`config.mk`:
```
export PLATFORM = sky130hd
export DESIGN_NAME = frame_select_gen
export DESIGN_NICKNAME = d
export VERILOG_FILES = /design/src/rtl/fsg_pkg.sv /design/src/rtl/fsg_edge_sync.sv /design/src/rtl/fsg_frame_counter.sv /design/src/rtl/fsg_select_ctrl.sv /design/src/rtl/frame_select_gen.sv
export SDC_FILE = /design/constraint.sdc
export NUM_CORES = 1
export LEC_CHECK = 0
export ABC_AREA = 1
export BUFFER_PORTS_ARGS = -buffer_cell sky130_fd_sc_hd__buf_2
export CELL_PAD_IN_SITES_DETAIL_PLACEMENT = 2
export CELL_PAD_IN_SITES_GLOBAL_PLACEMENT = 2
export CORE_MARGIN = 4
export CORE_UTILIZATION = 28
export DETAILED_ROUTE_END_ITERATION = 7
export PLACE_DENSITY_LB_ADDON = 0.1
export SETUP_SLACK_MARGIN = 0.4
export SKIP_CTS_REPAIR_TIMING = 1
export SLEW_MARGIN = 20
export SYNTH_ARGS = -nofsm -noshare
export SYNTH_HDL_FRONTEND = slang
export SYNTH_HIERARCHICAL = 1
export SYNTH_SLANG_ARGS = --single-unit
export TNS_END_PERCENT = 5
```
`constraint.sdc`:
```
create_clock -name clk -period 1.7 [get_ports clk]
set_input_delay 0.34 -clock clk [delete_from_list [all_inputs] [get_ports clk]]
set_output_delay 0.34 -clock clk [all_outputs]
set_load 0.01 [all_outputs]
```
`src/rtl/fsg_pkg.sv`:
```
// Package: fsg_pkg
// Shared helpers for the frame chip-select generator.
// Assumes SPI mode numbering 0..3 on a two-bit field.
package fsg_pkg;

    // SPI mode as carried on the spi_mode port.
    typedef logic [1:0] spi_mode_t;

    // Synchronized sclk sample and its value one clock earlier.
    typedef struct packed {
        logic now;
        logic prev;
    } sclk_view_t;

    // Modes 0 and 3 count rising edges, modes 1 and 2 falling edges.
    function automatic logic counts_rising(input spi_mode_t mode);
        return (mode == 2'd0) || (mode == 2'd3);
    endfunction

    // Last count value of a frame; length 0 wraps to the all-ones value.
    function automatic logic [31:0] last_count(input logic [31:0] len, input int width);
        logic [31:0] mask;
        mask = (width >= 32) ? 32'hFFFF_FFFF : ((32'd1 << width) - 32'd1);
        return (len - 32'd1) & mask;
    endfunction

endpackage

```
`src/rtl/fsg_edge_sync.sv`:
```
// Module: fsg_edge_sync
// Brings sclk into the clk domain through SYNC_STAGES flops and emits a
// one-cycle step pulse on the edge kind that spi_mode selects.
// Assumes sclk stays at each level for at least two clk periods.
module fsg_edge_sync
    import fsg_pkg::*;
#(
    parameter int SYNC_STAGES = 2
) (
    input  logic       clk,
    input  logic       rst_n,
    input  logic       sclk,
    input  spi_mode_t  spi_mode,
    output sclk_view_t view,
    output logic       step
);
    logic [SYNC_STAGES-1:0] chain;
    logic                   prev_q;
    logic                   rise;
    logic                   fall;

    // Synchronizer stages: stage 0 samples the pin, each next stage the one before.
    genvar g;
    generate
        for (g = 0; g < SYNC_STAGES; g++) begin : g_stage
            if (g == 0) begin : g_first
                always_ff @(posedge clk) begin
                    if (!rst_n) chain[0] <= 1'b0;
                    else        chain[0] <= sclk;
                end
            end else begin : g_next
                always_ff @(posedge clk) begin
                    if (!rst_n) chain[g] <= 1'b0;
                    else        chain[g] <= chain[g-1];
                end
            end
        end
    endgenerate

    // Delay the synchronized level by one clock for edge detection.
    always_ff @(posedge clk) begin
        if (!rst_n) prev_q <= 1'b0;
        else        prev_q <= chain[SYNC_STAGES-1];
    end

    // Pick the counted edge for the current mode.
    always_comb begin
        view.now  = chain[SYNC_STAGES-1];
        view.prev = prev_q;
        rise      = view.now & ~view.prev;
        fall      = ~view.now & view.prev;
        step      = counts_rising(spi_mode) ? rise : fall;
    end

endmodule

```
`src/rtl/fsg_frame_counter.sv`:
```
// Module: fsg_frame_counter
// Counts step pulses while run is high and reports the step that
// completes a frame; the count then restarts at zero.
// Assumes frame_len may change only while run is low.
module fsg_frame_counter
    import fsg_pkg::*;
#(
    parameter int CNT_W = 8
) (
    input  logic             clk,
    input  logic             rst_n,
    input  logic             run,
    input  logic             step,
    input  logic [CNT_W-1:0] frame_len,
    output logic [CNT_W-1:0] cnt,
    output logic             frame_end
);
    localparam logic [CNT_W-1:0] ONE = {{(CNT_W-1){1'b0}}, 1'b1};

    logic [CNT_W-1:0] term;

    // Last count of a frame; a zero length wraps to all ones (full range).
    always_comb begin
        term      = frame_len - ONE;
        frame_end = run && step && (cnt == term);
    end

    // Edge counter: held at zero when stopped, cleared at frame end.
    always_ff @(posedge clk) begin
        if (!rst_n)         cnt <= '0;
        else if (!run)      cnt <= '0;
        else if (frame_end) cnt <= '0;
        else if (step)      cnt <= cnt + ONE;
    end

endmodule

```
`src/rtl/fsg_select_ctrl.sv`:
```
// Module: fsg_select_ctrl
// Holds the logical select level (1 = active) and the frame-done flag.
// A frame end toggles the level and a one-shot restore toggles it back
// on the next clock; a force strobe overrides both.
module fsg_select_ctrl (
    input  logic clk,
    input  logic rst_n,
    input  logic frame_end,
    input  logic force_we,
    input  logic force_level,
    input  logic evt_clr,
    output logic sel_level,
    output logic evt_flag
);
    logic restore_q;

    // Arm the one-shot restore for the cycle after an unforced frame end.
    always_ff @(posedge clk) begin
        if (!rst_n) restore_q <= 1'b0;
        else        restore_q <= frame_end && !force_we;
    end

    // Select level: force first, then frame-end toggle, then restore toggle.
    always_ff @(posedge clk) begin
        if (!rst_n)         sel_level <= 1'b0;
        else if (force_we)  sel_level <= force_level;
        else if (frame_end) sel_level <= ~sel_level;
        else if (restore_q) sel_level <= ~sel_level;
    end

    // Sticky flag: a new frame end beats a clear in the same cycle.
    always_ff @(posedge clk) begin
        if (!rst_n)         evt_flag <= 1'b0;
        else if (frame_end) evt_flag <= 1'b1;
        else if (evt_clr)   evt_flag <= 1'b0;
    end

endmodule

```
`src/rtl/frame_select_gen.sv`:
```
// Module: frame_select_gen
// Top of the frame chip-select generator: synchronizes sclk, counts the
// mode-selected edges and drives chip_sel with a one-cycle inactive gap
// at the end of each frame.
// Assumes run is low while frame_len or spi_mode change and while sclk
// moves to its idle level.
module frame_select_gen
    import fsg_pkg::*;
#(
    parameter int CNT_W       = 8,
    parameter bit ACTIVE_HIGH = 1'b0,
    parameter int SYNC_STAGES = 2
) (
    input  logic             clk,
    input  logic             rst_n,
    input  logic             sclk,
    input  logic [CNT_W-1:0] frame_len,
    input  logic [1:0]       spi_mode,
    input  logic             run,
    input  logic             force_we,
    input  logic             force_level,
    input  logic             evt_clr,
    output logic             chip_sel,
    output logic             evt_flag
);
    sclk_view_t       view;
    logic             step;
    logic [CNT_W-1:0] cnt;
    logic             frame_end;
    logic             sel_level;

    fsg_edge_sync #(
        .SYNC_STAGES(SYNC_STAGES)
    ) u_edge (
        .clk      (clk),
        .rst_n    (rst_n),
        .sclk     (sclk),
        .spi_mode (spi_mode),
        .view     (view),
        .step     (step)
    );

    fsg_frame_counter #(
        .CNT_W(CNT_W)
    ) u_count (
        .clk       (clk),
        .rst_n     (rst_n),
        .run       (run),
        .step      (step),
        .frame_len (frame_len),
        .cnt       (cnt),
        .frame_end (frame_end)
    );

    fsg_select_ctrl u_sel (
        .clk         (clk),
        .rst_n       (rst_n),
        .frame_end   (frame_end),
        .force_we    (force_we),
        .force_level (force_level),
        .evt_clr     (evt_clr),
        .sel_level   (sel_level),
        .evt_flag    (evt_flag)
    );

    // Output polarity chosen at build time.
    generate
        if (ACTIVE_HIGH) begin : g_pol_high
            assign chip_sel = sel_level;
        end else begin : g_pol_low
            assign chip_sel = ~sel_level;
        end
    endgenerate

endmodule

```
Word-level counts from Yosys, hierarchy flattened. Index checks and enable logic that the tools add are counted.

Flip-flop bits (word level): 14. Input bits: 17. Output and inout port bits: 2. Logic and storage cells: 33.

Add/subtract/negate cells: 2. Eq/ne operators: 2. Mux-type cells: 6. Bitwise gates (word level): 7. Reductions and logical operators: 9.

Operators by type and width (number): adder 8 x 1 -> 8 bit (second input constant) (1); equality test 8 bit (1); subtractor 8 x 1 -> 8 bit (second input constant) (1); two-way mux 1 bit (6); inverter 1 bit (5); logical AND 1 bit (3); nonzero test 3 bit (1); OR reduction 3 bit (1); AND 1 bit (2); equality test 2 bit (second input constant) (1); logical NOT 2 bit (1); nonzero test 2 bit (1); logical NOT 1 bit (1); logical OR 1 bit (1).

Depth between registers and ports, before layout. Gate-level depths: netlist of run 1.

Word-level depth: 7. Mapped depth: 17. Depth with buffers taken out: 16.

Cells and area by module. Netlist of run 1, hierarchy kept.

Modules (own cells, without submodules): fsg_frame_counter (instances 1, cells each 118, area each 714.4 um^2, seq. area each 160.2 um^2); fsg_edge_sync (instances 1, cells each 24, area each 151.4 um^2, seq. area each 60.1 um^2); fsg_select_ctrl (instances 1, cells each 17, area each 118.9 um^2, seq. area each 60.1 um^2); frame_select_gen (instances 1, cells each 1, area each 3.8 um^2, seq. area each 0.0 um^2).

Worst setup path after synthesis of run 1. OpenSTA, ideal clock, no wires.

Path type: flip-flop to flip-flop. Start point: register u_edge.chain[1] (netlist: u_edge/view[1]). End point: register u_sel.sel_level. Library setup time: 0.070 ns. Data arrival time: 1.526 ns. Required time: 1.630 ns. Path slack: 0.105 ns. Stages on the path, launching flop included: 18. Path buffers: 1. Period minus slack after synthesis: 1.595 ns. Cell sequence: dfxtp_1 inv_1 nor2_2 nand3_1 nand2_1 buf_4 nand2_1 nor2_1 nand3_1 nor2_2 nand2_1 nor2_2 nand2_2 inv_1 nor2_1 nand2_1 nand2_1 a21oi_1.

Word-level cells in the longest chain between the ends: 7. Elaborated cells on any way between the ends: 9. Those cells by class: mux (3); bitwise (3); reduce/logical (3).

Ends and longest elaborated chain: start: declaration (line fsg_edge_sync.sv:17) `logic [SYNC_STAGES-1:0] chain;`; start signal: indexed assignment (line fsg_edge_sync.sv:34) `else chain[g] <= chain[g-1];`; inverter 1 bit (line fsg_edge_sync.sv:51) `fall = ~view.now & view.prev;`; AND 1 bit (line fsg_edge_sync.sv:51); two-way mux 1 bit * (line fsg_edge_sync.sv:52) `step = counts_rising(spi_mode) ? rise : fall;`; via step (line frame_select_gen.sv:27) `logic step;`; logical AND 1 bit * (2 in a row) (line fsg_frame_counter.sv:25) `frame_end = run && step && (cnt == term);`; via frame_end (line frame_select_gen.sv:29) `logic frame_end;`; two-way mux 1 bit (line fsg_select_ctrl.sv:27) `else if (frame_end) sel_level <= ~sel_level;`; two-way mux 1 bit (line fsg_select_ctrl.sv:26) `else if (force_we) sel_level <= force_level;`; end signal: assignment (line fsg_select_ctrl.sv:26); end signal: assignment (line fsg_select_ctrl.sv:27); end signal: assignment (line fsg_select_ctrl.sv:28) `else if (restore_q) sel_level <= ~sel_level;`; end: declaration (line fsg_select_ctrl.sv:12) `output logic sel_level,`.

The timed path passes the listed nets; every way through them passes the cells marked *. A chain may end at the register's enable or synchronous reset.

Worst setup path after layout of run 1.
Start point: register u_edge.prev_q. End point: register u_sel.sel_level.

Word-level cells in the longest chain between the ends: 7. Elaborated cells on any way between the ends: 9. Those cells by class: mux (3); bitwise (3); reduce/logical (3).

Ends and longest elaborated chain: start: declaration (line fsg_edge_sync.sv:18) `logic prev_q;`; start signal: assignment (line fsg_edge_sync.sv:43) `else prev_q <= chain[SYNC_STAGES-1];`; inverter 1 bit (line fsg_edge_sync.sv:50) `rise = view.now & ~view.prev;`; AND 1 bit (line fsg_edge_sync.sv:50); two-way mux 1 bit * (line fsg_edge_sync.sv:52); via step (line frame_select_gen.sv:27); logical AND 1 bit * (2 in a row) (line fsg_frame_counter.sv:25); via frame_end (line frame_select_gen.sv:29); two-way mux 1 bit (line fsg_select_ctrl.sv:27); two-way mux 1 bit (line fsg_select_ctrl.sv:26).

Marked as above.

==> results of run 1 <==
-- worst max-delay path by stage --
stage | startpoint | slack (ns) | cells after the start | end
floorplan | spi_mode[0] | 0.18 | 17 | u_sel/sel_level$_SDFFE_PN0P_
global placement | frame_len[1] | -0.05 | 17 | u_sel/sel_level$_SDFFE_PN0P_
detailed placement | frame_len[1] | -0.16 | 17 | u_sel/sel_level$_SDFFE_PN0P_
CTS | u_edge/prev_q$_SDFF_PN0_ | -0.02 | 12 | u_count/cnt[7]$_SDFFE_PP0P_
global route | u_edge/prev_q$_SDFF_PN0_ | -0.13 | 16 | u_sel/sel_level$_SDFFE_PN0P_
finish | u_edge/prev_q$_SDFF_PN0_ | 0.08 | 16 | u_sel/sel_level$_SDFFE_PN0P_
-- area by class of cell --
type	instances	area [um^2]	area share, %
well taps	46	57.6	4.48
inverters	31	116	9.06
clock buffers	4	36.3	2.82
flip-flops and latches	14	283	22.0
multi-input cells	112	646	50.2
repair buffers	25	146	11.4
-- sequential cells by signal, indices dropped and copies added, names as in the netlist --
name             flops
u_count/cnt          8
u_edge/chain         1
u_edge/prev_q        1
u_edge/view          1
u_sel/evt_flag       1
u_sel/restore_q      1
u_sel/sel_level      1
-- stage by stage --
stage	worst slack [ns]	total power, uW	hold slack, ns
6_report	0.0805	703	0.243
4_1_cts	-0.0244	715	0.234
3_3_place_gp	-0.0491	462	0.401
3_5_place_dp	-0.156	472	0.426
2_1_floorplan	0.184	414	0.390
5_1_grt	-0.126	756	0.234
-- routing by layer --
layer | up-vias | wire (um) | part of all wire (%) | track usage (%)
met5 | - | 0 | 0 | 0
met4 | 0 | 10 | 0.36 | 4.30
met1 | 483 | 1210 | 43 | 15.7
li1 | 522 | - | - | -
met2 | 14 | 1510 | 54 | 26.4
met3 | 2 | 54 | 1.9 | 1.69
-- worst max-delay path, stage by stage (launching register included) --
cell and delay, ns:
dfxtp_2 0.34, inv_1 0.05, nor2_2 0.10, nand3_2 0.08, nand2_2 0.08, nand2_2 0.05, nor2_1 0.09, nand3_1 0.09
nor2_2 0.09, nand2_1 0.06, nor2_2 0.09, nand2_2 0.09, inv_2 0.08, nor2_1 0.05, nand2_1 0.05, nand2_1 0.06
a21oi_2 0.11
-- power breakdown --
part | leakage, uW | internal (uW) | total (uW) | switching [uW]
combinational | 0.000469 | 54.7 | 130 | 75.2
sequential | 0.000114 | 333 | 337 | 4.32
clock | 0.0000210 | 130 | 236 | 106
total | 0.000605 | 518 | 703 | 185
-- layout by cell type, fill, tap and decap left out, types with 2 or more instances in the layout --
| cell | instances |
|---|---|
| dfxtp_2 | 2 |
| buf_2 | 18 |
| xnor2_1 | 4 |
| dfxtp_1 | 12 |
| nor2_4 | 2 |
| o21ai_0 | 2 |
| nor2_1 | 11 |
| nand3_1 | 6 |
| xor2_1 | 3 |
| xor2_2 | 2 |
| nand2_2 | 5 |
| buf_4 | 6 |
| nor2_2 | 15 |
| o21ai_1 | 4 |
| clkbuf_4 | 3 |
| inv_1 | 25 |
| inv_2 | 6 |
| nand2_1 | 45 |
| nand3_2 | 4 |
==> results.toml, run 1 <==
[setup_path]
cp-end-kind = "flop"
worstSetupPathType = "flop to flop"
start_kind = "flop"
reg2reg_to = "u_sel/sel_level$_SDFFE_PN0P_"
critPathArrivalTime_ns = 1.83
worstPathRequired_ns = 1.91
reg2reg_depth = 16
reg2reg_setup_slack_ns = 0.08
crit_fanout = 3
r2r_start = "u_edge/prev_q$_SDFF_PN0_"

[worst_hold_path]
hold_path_class = "primary input to flop"
min_to = "u_edge/chain[0]$_SDFF_PN0_"
whs_path_depth = 3
min-delay-start = "sclk"

[place]
dpl.cell_count = 227
hpwlAfterDp_um = 2380
port-buffer-count = 18
gp_congestion = 0.714
placed_cell_area_um2 = 1180

[clock_tree]
cts_max_path_buffers = 2
cts_tree = "built"
clock-sinks = 14
root_buffer = "clkbuf_4"
numCtsBuffers = 3
worstSkewPairLatency_ns = 0.28
clk_pin_slew_ns = 0.09
h-tree-depth = 1

[floorplanning]
rows = 21
dieArea_um2 = 4480
start_util_pct = 29.2
coreArea_um2 = 3340
chipWidth_um = 67.0
io-pin-count = 19
die_h_um = 67.0

[final_layout]
nNetsFinal = 206
area_delta_synth_final_pct = 32.0
final_util_pct = 38.5
fin_cells = 232
nFillCells = 432
layout-drive-gt1-share_pct = 37.1
final_area_um2 = 1280
antenna_cells = 0

[timing]
fin_crit_ns = 1.62
max_freq_ghz = 0.617
finalSetupViolations = 0
slew_headroom_pct = 82.9
finalMaxSlewViolations = 0
rsz0062_at_grt = "yes"
finalHoldViolCount = 0
finClkSkew_ns = 0.00662
worst_pin_slew_ns = 0.257
final.setup.tns_ns = 0
fin_crit_sh_pct = 95.3

[power]
irDropWorstVdd_uv = 275
leakage_uw = 0.000605
power_density_nw_per_um2 = 547

[route]
routed_wl_um = 2780
drtAntennaViolNets = 0
vias = 1021
via_per_inst = 4.40
drt_iter0_drc = 13
dr.pass1.iters = 3
drc_errors = 0
post_drt_wl_per_cell_um = 12.0

[synthesis]
synth_nets = 177
syn_inst = 158
synth_warnings = 6
synth.avg_cell_area_um2 = 6.16
syn_area_um2 = 973

[global_route]
antenna_found_initial = 0
grt.total_usage_pct = 13.8
grt_overflow = 0
grt_pass1_vias = 1163
grt_pass1_wl_um = 4790
grt_start_max_net_pins = 9

[status]
status = "finished clean"

[flow_run]
cap_violations = 0
No activity file was read; power rests on OpenSTA's default activity.
==> inputs of run 2 (changes only) <==
PLACE_DENSITY = 0.85   (was unset)
PLACE_DENSITY_LB_ADDON = unset   (was 0.1)
==> run 2 against run 1 <==
Design area shrank 2.4%. Critical endpoint unchanged. Routed wire length grew 3.8%. Sequential power is essentially flat. Via count grew 1.2%. Combinational power is essentially flat. First-iteration DRC count grew 77%. Critical path type unchanged. Clock power is essentially flat. Power grew 0.37%.
==> results.toml, run 2 (synthesis results as in run 1) <==
[setup_path]
crit_fanout = 3
worstSetupPathType = "flop to flop"
worstPathRequired_ns = 1.92
worstPathCellList = "inv_1, nor2_2, nand3_2, nand2_2, nand2_2, nor2_2, nand3_1, nor2_2, nand2_1, nor2_2, nand2_2, inv_2, nor2_1, nand2_1, nand2_1, a21oi_2"
start_kind = "flop"
critPathArrivalTime_ns = 1.89
reg2reg_depth = 16
reg2reg_setup_slack_ns = 0.02
cpMaxStageDelayCell = "dfxtp_2"
r2r_start = "u_edge/prev_q$_SDFF_PN0_"
cp-end-kind = "flop"
cp_slowest_stage_delay_ns = 0.34
cp-endpoint = "u_sel/sel_level$_SDFFE_PN0P_"
startpoint = "u_edge/prev_q$_SDFF_PN0_"
reg2reg_to = "u_sel/sel_level$_SDFFE_PN0P_"
cpMostUsedCell = "nor2_2"

[timing]
rsz0062_at_grt = "yes"
max_freq_ghz = 0.596
finClkSkew_ns = 0.000301
fin_crit_ns = 1.68
final.setup.tns_ns = 0
layout_setup_ws_ns = 0.0231
finalMaxSlewViolations = 0
finalHoldViolCount = 0
slew_headroom_pct = 84.5
finalSetupViolations = 0
worst_pin_slew_ns = 0.231
fin_crit_sh_pct = 98.6

[final_layout]
layout-drive-gt1-share_pct = 34.1
layout_commonest_cell = "nand2_1"
nNetsFinal = 205
antenna_cells = 0
final_cell_mix = "46 x nand2_1, 26 x inv_1, 18 x buf_2, 16 x nor2_2, 12 x dfxtp_1"
final_util_pct = 37.6
top_register = "u_count/cnt"
area_delta_synth_final_pct = 28.8
nFillCells = 435
fin_cells = 231
largest_reg_flops = 8

[route]
drtAntennaViolNets = 0
via_per_inst = 4.47
dr.pass1.iters = 2
routed_wl_um = 2890
drc_errors = 0
post_drt_wl_per_cell_um = 12.5
vias = 1033
drt_iter0_drc = 23

[place]
gp_congestion = 0.748
place_ws_ns = -0.194
dpl.cell_count = 224
hpwlAfterDp_um = 2430
port-buffer-count = 18

[clock_tree]
clock-sinks = 14
worstSkewPairLatency_ns = 0.27
cts_tree = "built"
root_buffer = "clkbuf_4"
cts_max_path_buffers = 2
numCtsBuffers = 3
h-tree-depth = 1
clk_pin_slew_ns = 0.09

[global_route]
grt_start_max_net_pins = 9
grt_overflow = 0
antenna_found_initial = 0
grt_pass1_vias = 1119
grt.total_usage_pct = 13.7
grt_pass1_wl_um = 4640

[status]
status = "finished clean"

[flow_run]
cap_violations = 0

[floorplanning]
die_h_um = 67.0
start_util_pct = 29.2
rows = 21
coreArea_um2 = 3340
io-pin-count = 19
chipWidth_um = 67.0
dieArea_um2 = 4480

[power]
irDropWorstVdd_uv = 455
power_density_nw_per_um2 = 563
leakage_uw = 0.000594

[worst_hold_path]
hold_path_class = "primary input to flop"
## run 2: changes by cell type in the layout (fill, tap and decap cells not counted), sizes merged
cell,change
buf,-1
## run 2: how the worst min path moves through the flow
stage	start	slack, ns	depth (start not counted)	to
after floorplan	u_edge/chain[0]$_SDFF_PN0_	0.39	2	u_edge/view[1]$_SDFF_PN0_
after global placement	u_edge/chain[0]$_SDFF_PN0_	0.40	2	u_edge/view[1]$_SDFF_PN0_
after detailed placement	u_edge/chain[0]$_SDFF_PN0_	0.43	2	u_edge/view[1]$_SDFF_PN0_
after CTS	force_we	0.23	2	u_sel/restore_q$_SDFF_PN0_
after global routing	force_we	0.23	2	u_sel/restore_q$_SDFF_PN0_
final	sclk	0.24	3	u_edge/chain[0]$_SDFF_PN0_
## run 2: area by class of cell
cell class,instances,area (um^2),share of cell area (%)
Clock buffer,4,36.3,2.89
Inverter,31,116,9.28
Multi-Input combinational cell,112,626,49.9
Sequential cell,14,283,22.6
Tap cell,46,57.6,4.59
Timing Repair Buffer,24,135,10.8
## run 2: critical path, delay by kind of cell, from the launching register on
family	cells	cell delay, ns
AND/OR/NAND/NOR	13	1.03
flip-flops	1	0.34
AO/OA/AOI/OAI	1	0.13
buffers and inverters	2	0.12
## run 2: metal layers
layer | GRT usage [%] | share of wire, % | wire [um]
met3 | 2.02 | 2.6 | 74
met1 | 13.5 | 40 | 1150
met4 | 3.80 | 0.45 | 13
met5 | 0 | 0 | 0
met2 | 28.5 | 57 | 1650
## run 2: power breakdown
group | internal (uW) | switching (uW) | total, uW
Sequential | 333 | 4.03 | 337
Combinational | 53.2 | 77.5 | 131
Clock | 130 | 108 | 238
## run 2: metrics by stage
step | instance area [um^2] | total power, uW | hold WS [ns]
3_3_place_gp | 1150 | 457 | 0.397
2_1_floorplan | 995 | 414 | 0.390
3_5_place_dp | 1150 | 468 | 0.432
4_1_cts | 1190 | 708 | 0.229
6_report | 1250 | 706 | 0.240
5_1_grt | 1250 | 754 | 0.227
==> inputs of run 3 (changes only) <==
CELL_PAD_IN_SITES_DETAIL_PLACEMENT = unset   (was 2)
CELL_PAD_IN_SITES_GLOBAL_PLACEMENT = unset   (was 2)
CORE_UTILIZATION = 45   (was 28)
PLACE_DENSITY = 0.75   (was 0.85)
RECOVER_POWER = 25   (was unset)
==> run 3 against run 2 <==
Hold slack better by 0.0027 ns. Utilization rose by 21 points. Setup slack better by 0.0029 ns. Routed wire length down 30%. Die area is 34% lower. Global-route usage is 2.0 points higher. Via count is 7.7% lower. Sequential share of layout area up 1.4 points. Critical endpoint unchanged. Highest routed layer unchanged.
==> results.toml, run 3 (synthesis results as in run 1) <==
[route]
drt-met1-wl_um = 871
drt_iter0_drc = 16
routed_wl_um = 2010
vias = 953
drc_errors = 0
wl_met3_um = 132
top_layer_used = "met4"
post_drt_wl_per_cell_um = 9.61
dr.pass1.iters = 4
wl_met2_um = 990
drtAntennaViolNets = 0
via_per_inst = 4.56

[global_route]
grt_start_max_net_pins = 9
grt_pass1_wl_um = 3480
antenna_found_initial = 0
grt_pass1_vias = 918
grt_overflow = 0
grt.total_usage_pct = 15.6

[floorplanning]
rows = 16
chipWidth_um = 54.5
coreArea_um2 = 2000
start_util_pct = 48.6
die_h_um = 54.5
dieArea_um2 = 2970
io-pin-count = 19

[place]
port-buffer-count = 18
placed_cell_area_um2 = 1130
gp_congestion = 0.776
hpwlAfterDp_um = 1660
dpl.cell_count = 205
place_ws_ns = -0.0627

[timing]
finClkSkew_ns = 0.00852
rsz0062_at_grt = "yes"
finalSetupViolations = 0
layout_setup_ws_ns = 0.0260
final.setup.tns_ns = 0
fin_crit_ns = 1.67
max_freq_ghz = 0.597
finalHoldViolCount = 0
fin_crit_sh_pct = 98.5
worst_pin_slew_ns = 0.265
slew_headroom_pct = 82.2
finalMaxSlewViolations = 0

[setup_path]
start_kind = "flop"
worstPathRequired_ns = 1.90
reg2reg_setup_slack_ns = 0.03
crit_fanout = 3
critPathArrivalTime_ns = 1.87
cp-end-kind = "flop"
worstSetupPathType = "flop to flop"

[final_layout]
area_delta_synth_final_pct = 21.5
nNetsFinal = 202
fin_cells = 209
antenna_cells = 0
final_cell_mix = "47 x nand2_1, 25 x inv_1, 18 x buf_2, 13 x nor2_2, 13 x nor2_1"
largest_reg_flops = 8
layout-drive-gt1-share_pct = 30.2
final_area_um2 = 1180
layout_commonest_cell = "nand2_1"
nFillCells = 201
top_register = "u_count/cnt"

[power]
netSwitchingFraction_pct = 25.3
p_int_uw = 512
irDropWorstVdd_uv = 423
pwr-share-seq_pct = 49.1
comb_power_share_pct = 17.1
switching_power_uw = 174
p_clk_share_pct = 33.8
finalPower_uw = 685
power_density_nw_per_um2 = 580
leakage_uw = 0.000578

[clock_tree]
cts_max_path_buffers = 2
numCtsBuffers = 3
worstSkewPairLatency_ns = 0.27
cts_tree = "built"
clock-sinks = 14
h-tree-depth = 1
clk_pin_slew_ns = 0.09
root_buffer = "clkbuf_4"

[status]
status = "finished clean"

[worst_hold_path]
hold_path_class = "primary input to flop"

[flow_run]
cap_violations = 0
run 3: critical path, stage by stage, from the launching register on:
cell     delay [ns]
dfxtp_2        0.35
inv_2          0.03
nor2_1         0.09
nand3_1        0.10
nand2_2        0.09
nand2_1        0.07
nor2_1         0.10
nand3_1        0.09
nor2_2         0.09
nand2_1        0.07
nor2_2         0.12
nand2_2        0.09
inv_2          0.07
nor2_1         0.04
nand2_1        0.04
nand2_1        0.05
a21oi_1        0.11
run 3: routing by layer:
layer | up-vias | GRT usage [%]
met1 | 404 | 20.3
met4 | 0 | 5.81
met3 | 2 | 1.63
met5 | - | 0
met2 | 29 | 26.5
li1 | 518 | -
run 3: area by class of cell:
| type | instances | area (um^2) | area share (%) |
|---|---|---|---|
| flip-flops and latches | 14 | 283 | 23.9 |
| multi-input cells | 112 | 601 | 50.8 |
| inverters | 31 | 116 | 9.84 |
| clock buffers | 4 | 36.3 | 3.07 |
| well taps | 27 | 33.8 | 2.86 |
| repair buffers | 21 | 113 | 9.52 |
run 3: path summary, 6_finish.rpt:
check,endpoint,start,cells after the start
min,u_edge/chain[0]$_SDFF_PN0_,sclk,3
min reg2reg,u_edge/view[1]$_SDFF_PN0_,u_edge/chain[0]$_SDFF_PN0_,2
max,u_sel/sel_level$_SDFFE_PN0P_,u_edge/prev_q$_SDFF_PN0_,16
max reg2reg,u_sel/sel_level$_SDFFE_PN0P_,u_edge/prev_q$_SDFF_PN0_,16
run 3: through the flow:
step	util, %	hold WS [ns]
3_3_place_gp	56.4	0.392
6_report	59.1	0.242
5_1_grt	59.1	0.236
3_5_place_dp	56.4	0.401
4_1_cts	58.3	0.240
2_1_floorplan	-	0.390
run 3: power by group through the flow:
| stage | logic (uW) | registers (uW) | clock network [uW] |
|---|---|---|---|
| global placement | 109 | 344 | 0 |
| detailed placement | 115 | 344 | 0 |
| finish | 117 | 337 | 231 |
| CTS | 116 | 336 | 236 |
| floorplan | 70.3 | 343 | 0 |
| global route | 135 | 337 | 250 |
